$ cat src/rtl/pdc_pkg.sv
package pdc_pkg;

    localparam int WIN_BITS = 12;

    localparam logic [WIN_BITS-1:0] OFS_REQ    = 12'h000;
    localparam logic [WIN_BITS-1:0] OFS_STATE  = 12'h008;
    localparam logic [WIN_BITS-1:0] OFS_DEVDLY0 = 12'h170;
    localparam logic [WIN_BITS-1:0] OFS_DEVDLY1 = 12'h174;
    localparam logic [WIN_BITS-1:0] OFS_STGDLY0 = 12'hC00;
    localparam logic [WIN_BITS-1:0] OFS_STGDLY1 = 12'hC04;
    localparam logic [WIN_BITS-1:0] OFS_SETTLE = 12'hC10;

    localparam logic [3:0] MODE_OFF = 4'h0;
    localparam logic [3:0] MODE_ON  = 4'h8;

    typedef enum logic [1:0] {
        SEQ_IDLE,
        SEQ_RAMP,
        SEQ_SETTLE,
        SEQ_DROP
    } seq_state_t;

    typedef struct packed {
        logic [3:0]  req_mode;
        logic [31:0] stg_dly0;
        logic [31:0] stg_dly1;
        logic [7:0]  settle;
    } dom_cfg_t;

    function automatic logic [7:0] stage_delay(input dom_cfg_t c, input int k);
        logic [63:0] both;
        both = {c.stg_dly1, c.stg_dly0};
        return both[8*k +: 8];
    endfunction

    function automatic logic [31:0] state_word(input logic on);
        return {28'h0, on ? MODE_ON : MODE_OFF};
    endfunction

endpackage

$ cat src/rtl/pdc_regs.sv
module pdc_regs
    import pdc_pkg::*;
(
    input  logic                clk,
    input  logic                rst,
    input  logic                wr,
    input  logic [WIN_BITS-1:0] ofs,
    input  logic [31:0]         wdata,
    input  logic                dom_on,
    output logic [31:0]         rdata,
    output dom_cfg_t            cfg
);

    logic [31:0] req_q, dev0_q, dev1_q, stg0_q, stg1_q, settle_q;

    always_ff @(posedge clk) begin
        if (rst) begin
            req_q    <= '0;
            dev0_q   <= '0;
            dev1_q   <= '0;
            stg0_q   <= '0;
            stg1_q   <= '0;
            settle_q <= '0;
        end else if (wr) begin
            case (ofs)
                OFS_REQ:     req_q    <= wdata;
                OFS_DEVDLY0: dev0_q   <= wdata;
                OFS_DEVDLY1: dev1_q   <= wdata;
                OFS_STGDLY0: stg0_q   <= wdata;
                OFS_STGDLY1: stg1_q   <= wdata;
                OFS_SETTLE:  settle_q <= wdata;
                default: ;
            endcase
        end
    end

    always_comb begin
        case (ofs)
            OFS_REQ:     rdata = req_q;
            OFS_STATE:   rdata = state_word(dom_on);
            OFS_DEVDLY0: rdata = dev0_q;
            OFS_DEVDLY1: rdata = dev1_q;
            OFS_STGDLY0: rdata = stg0_q;
            OFS_STGDLY1: rdata = stg1_q;
            OFS_SETTLE:  rdata = settle_q;
            default:     rdata = '0;
        endcase
    end

    always_comb begin
        cfg.req_mode = req_q[3:0];
        cfg.stg_dly0 = stg0_q;
        cfg.stg_dly1 = stg1_q;
        cfg.settle   = settle_q[7:0];
    end

    AST_REQ_READBACK: assert property (@(posedge clk) disable iff (rst)
        $past(!rst && wr && ofs == OFS_REQ) |-> req_q == $past(wdata));

endmodule

$ cat src/rtl/pdc_seq.sv
module pdc_seq
    import pdc_pkg::*;
#(
    parameter int NUM_STAGES = 6,
    localparam int IDX_W = (NUM_STAGES > 1) ? $clog2(NUM_STAGES) : 1,
    localparam int LAST  = NUM_STAGES - 1
) (
    input  logic                  clk,
    input  logic                  rst,
    input  dom_cfg_t              cfg,
    output logic [NUM_STAGES-1:0] sw_en,
    output logic                  dom_on,
    output logic                  ready
);

    seq_state_t       state;
    logic [IDX_W-1:0] idx;
    logic [7:0]       cnt;

    always_ff @(posedge clk) begin
        if (rst) begin
            state  <= SEQ_IDLE;
            idx    <= '0;
            cnt    <= '0;
            sw_en  <= '0;
            dom_on <= 1'b0;
        end else begin
            case (state)
                SEQ_IDLE: begin
                    if (!dom_on && cfg.req_mode == MODE_ON) begin
                        state    <= SEQ_RAMP;
                        idx      <= '0;
                        sw_en[0] <= 1'b1;
                        cnt      <= stage_delay(cfg, 0);
                    end else if (dom_on && cfg.req_mode == MODE_OFF) begin
                        state <= SEQ_DROP;
                        idx   <= IDX_W'(LAST);
                    end
                end
                SEQ_RAMP: begin
                    if (cnt != 0) begin
                        cnt <= cnt - 8'd1;
                    end else if (int'(idx) == LAST) begin
                        state <= SEQ_SETTLE;
                        cnt   <= cfg.settle;
                    end else begin
                        idx                  <= idx + 1'b1;
                        sw_en[int'(idx) + 1] <= 1'b1;
                        cnt                  <= stage_delay(cfg, int'(idx) + 1);
                    end
                end
                SEQ_SETTLE: begin
                    if (cnt != 0) begin
                        cnt <= cnt - 8'd1;
                    end else begin
                        dom_on <= 1'b1;
                        state  <= SEQ_IDLE;
                    end
                end
                default: begin
                    sw_en[idx] <= 1'b0;
                    if (idx == '0) begin
                        dom_on <= 1'b0;
                        state  <= SEQ_IDLE;
                    end else begin
                        idx <= idx - 1'b1;
                    end
                end
            endcase
        end
    end

    assign ready = dom_on && (state == SEQ_IDLE);

    AST_THERMO_ENABLES: assert property (@(posedge clk) disable iff (rst)
        (sw_en & (sw_en + NUM_STAGES'(1))) == '0);

    AST_ONE_STAGE_STEP: assert property (@(posedge clk) disable iff (rst)
        $countones(sw_en ^ $past(sw_en)) <= 1);

    AST_READY_FULL_ON: assert property (@(posedge clk) disable iff (rst)
        ready |-> (&sw_en));

    AST_IDLE_OFF_DARK: assert property (@(posedge clk) disable iff (rst)
        (state == SEQ_IDLE && !dom_on) |-> sw_en == '0);

    AST_STATE_AT_END: assert property (@(posedge clk) disable iff (rst)
        (dom_on != $past(dom_on)) |-> $past(state) != SEQ_IDLE);

endmodule

$ cat src/rtl/pwr_domain_ctl.sv
module pwr_domain_ctl
    import pdc_pkg::*;
#(
    parameter int NUM_DOMAINS = 8,
    parameter int NUM_STAGES  = 6,
    localparam int DOM_W  = (NUM_DOMAINS > 1) ? $clog2(NUM_DOMAINS) : 1,
    localparam int ADDR_W = WIN_BITS + DOM_W,
    localparam int EN_W   = NUM_DOMAINS * NUM_STAGES
) (
    input  logic                   clk,
    input  logic                   rst,
    input  logic                   bus_wr,
    input  logic [ADDR_W-1:0]      bus_addr,
    input  logic [31:0]            bus_wdata,
    output logic [31:0]            bus_rdata,
    output logic [EN_W-1:0]        sw_en,
    output logic [NUM_DOMAINS-1:0] pd_ready
);

    logic [DOM_W-1:0]    sel_dom;
    logic [WIN_BITS-1:0] sel_ofs;
    logic [31:0]         dom_rdata [NUM_DOMAINS];

    assign sel_dom = bus_addr[ADDR_W-1:WIN_BITS];
    assign sel_ofs = bus_addr[WIN_BITS-1:0];

    for (genvar d = 0; d < NUM_DOMAINS; d++) begin : g_dom
        dom_cfg_t cfg;
        logic     dom_on;

        pdc_regs u_regs (
            .clk    (clk),
            .rst    (rst),
            .wr     (bus_wr && int'(sel_dom) == d),
            .ofs    (sel_ofs),
            .wdata  (bus_wdata),
            .dom_on (dom_on),
            .rdata  (dom_rdata[d]),
            .cfg    (cfg)
        );

        pdc_seq #(.NUM_STAGES(NUM_STAGES)) u_seq (
            .clk    (clk),
            .rst    (rst),
            .cfg    (cfg),
            .sw_en  (sw_en[d*NUM_STAGES +: NUM_STAGES]),
            .dom_on (dom_on),
            .ready  (pd_ready[d])
        );
    end

    always_comb begin
        bus_rdata = '0;
        for (int d = 0; d < NUM_DOMAINS; d++) begin
            if (int'(sel_dom) == d) bus_rdata = dom_rdata[d];
        end
    end

endmodule

$ cat config.mk
export PLATFORM = sky130hd
export DESIGN_NAME = pwr_domain_ctl
export DESIGN_NICKNAME = d
export VERILOG_FILES = /design/src/rtl/pdc_pkg.sv /design/src/rtl/pdc_regs.sv /design/src/rtl/pdc_seq.sv /design/src/rtl/pwr_domain_ctl.sv
export SDC_FILE = /design/constraint.sdc
export NUM_CORES = 2
export LEC_CHECK = 0
export BUFFER_PORTS_ARGS = -buffer_cell sky130_fd_sc_hd__buf_2
export CAP_MARGIN = 20
export CORE_MARGIN = 2
export CORE_UTILIZATION = 35
export CTS_BUF_LIST = sky130_fd_sc_hd__clkbuf_4 sky130_fd_sc_hd__clkbuf_8 sky130_fd_sc_hd__clkbuf_16
export DETAILED_ROUTE_END_ITERATION = 16
export PLACE_DENSITY = 0.48
export SETUP_SLACK_MARGIN = 0.2
export SYNTH_ARGS = -nofsm -noshare
export SYNTH_HDL_FRONTEND = slang
export SYNTH_HIERARCHICAL = 1
export SYNTH_SLANG_ARGS = --single-unit
export TNS_END_PERCENT = 30
$ cat constraint.sdc
create_clock -name clk -period 6 [get_ports clk]
set_clock_uncertainty 0.1 [all_clocks]
set_input_delay 1.8 -clock clk [delete_from_list [all_inputs] [get_ports clk]]
set_output_delay 1.8 -clock clk [all_outputs]
set_load 0.1 [all_outputs]
==> impl_metrics.py <==
metrics = {
    "run_status": {
        "status": "complete, but fails checks",
        "violations": "negative setup slack",
    },
    "route": {
        "drt-vias-per-instance": 5.71,
        "wl_mm": 387,
        "drc_errors": 0,
        "vias": 85000,
        "postRouteAntennaNets": 0,
        "drtIter0Drc": 8616,
        "wl_per_cell_um": 26.0,
        "drtPass1Iterations": 8,
    },
    "synthesis": {
        "netlist_area_mm2": 0.0884,
        "netlist.area_leader.share": 0.384,
        "synth.distinct_cells": 119,
        "synth-seq-cells": 1696,
        "yosys_most_used_dff": "dfxtp_1",
        "synth_area_leader_cell": "dfxtp_1",
        "seq_area_frac_synth": 0.384,
        "synthCells": 11100,
        "yosys_warnings": 6,
        "synth.area.top_cells": "dfxtp_1, nand2_1, a21oi_1, mux2i_1, a21oi_2",
        "avgSynthCellArea_um2": 7.99,
        "synth-edff-count": 0,
        "postSynth.asyncResetShare": 0,
        "syn_nets": 11200,
    },
    "timing": {
        "fin_crit_ns": 6.45,
        "rsz0062_at_grt": "yes",
        "min_period_over_period": 1.08,
        "finalSetupViolCount": 32,
        "whs_ns": 0.350,
        "worst_pin_slew_ns": 1.19,
        "finalSetupTns_ns": -10.66,
        "max-slew-margin-rel": 0.208,
        "fin_ws_ns": -0.453,
        "slew_violations": 0,
        "timing.fmax_ghz": 0.155,
        "hold_viol_final": 0,
    },
    "finish": {
        "final_util": 0.426,
        "drive_gt1_frac": 0.221,
        "syn_to_final_growth_pct": 21.0,
        "fillerInstances": 24800,
        "layout.cells.non_filler": 14900,
        "seq_area_mm2": 0.0340,
        "final_cell_mix": "nand2_1, dfxtp_1, a21oi_1, buf_4, mux2i_1",
        "finalNetCount": 11500,
        "final_area_mm2": 0.107,
        "multi_input_area_mm2": 0.0508,
        "mostFrequentLayoutCell": "nand2_1",
    },
    "placement": {
        "dpl_worst_slack_ns": -0.877,
        "dp_hpwl_mm": 259,
        "place.gp.congestion": 0.952,
        "placed_cells": 14400,
        "portBuffers": 137,
        "dpl_cell_area_mm2": 0.0963,
    },
    "power_and_ir_drop": {
        "ir_drop_uv": 304,
        "finalPower_mw": 33.8,
        "power.density_mw_per_mm2": 316,
        "leakage_nw": 36.1,
    },
    "cts": {
        "clock-sinks": 1696,
        "clock-root-buffer": "clkbuf_16",
        "cts_tree": "done",
        "h-tree-depth": 4,
        "cts.path.max_buffers": 3,
        "clk_latency_ns": 0.90,
        "numCtsBuffers": 198,
        "path_clk_slew_ns": 0.06,
        "holdBufCountCts": 0,
    },
    "setup_path": {
        "cp_slowest_cell": "o2bb2ai_1",
        "startpoint_type": "primary input",
        "slowest_delay_ns": 0.32,
        "crit_required_ns": 4.10,
        "worstPathArrival_ns": 4.55,
        "path_common_cell": "buf_12",
        "critPathCaptureType": "primary output",
        "criticalPathCategory": "primary input to primary output",
        "cp_cell_sequence": "buf_16, buf_12, buf_16, buf_12, buf_12, buf_12, mux2i_1, buf_4, o2bb2ai_1, nand2b_1, o211ai_1, mux2i_2, nand2_1, o31a_4, buf_12",
        "crit_path_max_fanout": 26,
    },
    "floorplanning": {
        "boundaryPins": 138,
        "start_util": 0.352,
        "die_h_um": 507,
        "row_count": 184,
        "dieArea_mm2": 0.257,
        "core_mm2": 0.251,
        "die_w_um": 507,
    },
    "grt": {
        "grt_pass1_wl_mm": 560,
        "gr-usage-all-layers": 0.288,
        "antenna_found_initial": 16,
        "grt_pass1_vias": 80800,
        "grt_max_degree": 119,
        "gr-total-overflow": 0,
    },
    "worst_hold_path": {
        "hold_class": "flop to flop",
    },
    "run": {
        "drv_cap": 0,
    },
}
-- final timing paths --
| path | from | endpoint | slack [ns] | cells past startpoint |
|---|---|---|---|---|
| hold reg to reg | g_dom[5].u_regs/settle_q[15]$_SDFFE_PP0P_ | g_dom[5].u_regs/settle_q[15]$_SDFFE_PP0P_ | 0.35 | 2 |
| hold / removal | g_dom[5].u_regs/settle_q[15]$_SDFFE_PP0P_ | g_dom[5].u_regs/settle_q[15]$_SDFFE_PP0P_ | 0.35 | 2 |
| setup reg to reg | g_dom[3].u_seq/idx[1]$_SDFFE_PP0P_ | g_dom[3].u_seq/cnt[5]$_SDFFE_PP0P_ | 2.99 | 8 |
| setup / recovery | bus_addr[2] | bus_rdata[22] | -0.45 | 15 |
-- metal layers --
| metal | share of wire | wire length (µm) | vias to the layer above | track usage |
|---|---|---|---|---|
| met5 | 0.00029 | 111 | - | 0 |
| met4 | 0.054 | 21000 | 10 | 0.138 |
| met3 | 0.066 | 25500 | 725 | 0.0413 |
| met2 | 0.46 | 178000 | 3204 | 0.465 |
| met1 | 0.42 | 163000 | 42000 | 0.377 |
| li1 | - | - | 39100 | - |
-- cells in the mapped netlist, types with 76 or more instances --
master / instances
nand2_1: 3148
mux2i_1: 693
nand3_1: 83
clkbuf_1: 479
nand2_2: 240
a21oi_2: 240
dfxtp_1: 1696
buf_2: 267
buf_4: 104
a21oi_1: 1578
inv_1: 112
o21ai_0: 76
nor3_1: 107
o221ai_1: 239
nor2_1: 394
-- registers in the layout, summed over array words and instances, names as in the netlist --
signal,flops
g_dom.u_regs/dev0_q,256
g_dom.u_regs/dev1_q,256
g_dom.u_regs/req_q,256
g_dom.u_regs/settle_q,256
g_dom.u_regs/stg0_q,256
g_dom.u_regs/stg1_q,256
g_dom.u_seq/cnt,64
g_dom.u_seq/dom_on,8
g_dom.u_seq/idx,24
g_dom.u_seq/state,16
g_dom.u_seq/sw_en,48
-- critical path: cells and delay by family --
| family | cells | cell delay [ns] |
|---|---|---|
| AOI/OAI and AO/OA | 3 | 0.84 |
| muxes | 2 | 0.37 |
| buffers and inverters | 8 | 1.21 |
| and+or+nand+nor | 2 | 0.25 |
-- where the power goes --
group,switching [mW],internal [mW]
logic,5.61,2.94
clock network,5.40,8.05
registers,0.309,11.5
-- cell families (layout without fill, tap and decap cells) --
kind of cell             Yosys count  in the layout  share of synthesized area
multiplexers                     790            790                     0.0953
adder cells (fa/ha/maj)           79             79                     0.0119
buffers and inverters           1095           1565                     0.0640
XOR/XNOR                          48             48                    0.00476
AO/OA/AOI/OAI                   2791           2791                      0.207
AND/OR/NAND/NOR                 4559           4559                      0.233
other                              0              8                          0
flip-flops                      1696           1696                      0.384
-- what timing repair did --
| action | 4_1_cts | 5_1_grt |
|---|---|---|
| endpoints found under the hold margin | 0 | 0 |
| endpoints found under the setup margin | 32 | 32 |
| buffers inserted | 41 | 38 |
| pin swaps | 68 | 70 |
| gates cloned | 5 | 8 |
| resized for setup | 302 | 143 |
-- layout make-up --
type | instances | share of cell area
diodes | 8 | 0.000187
clock buffers | 281 | 0.0547
clock inverters | 87 | 0.0137
inverters | 125 | 0.00439
multi-input cells | 8267 | 0.475
flip-flops and latches | 1696 | 0.318
well taps | 3348 | 0.0392
repair buffers | 1072 | 0.0950
(Power assumes the default switching activity.)
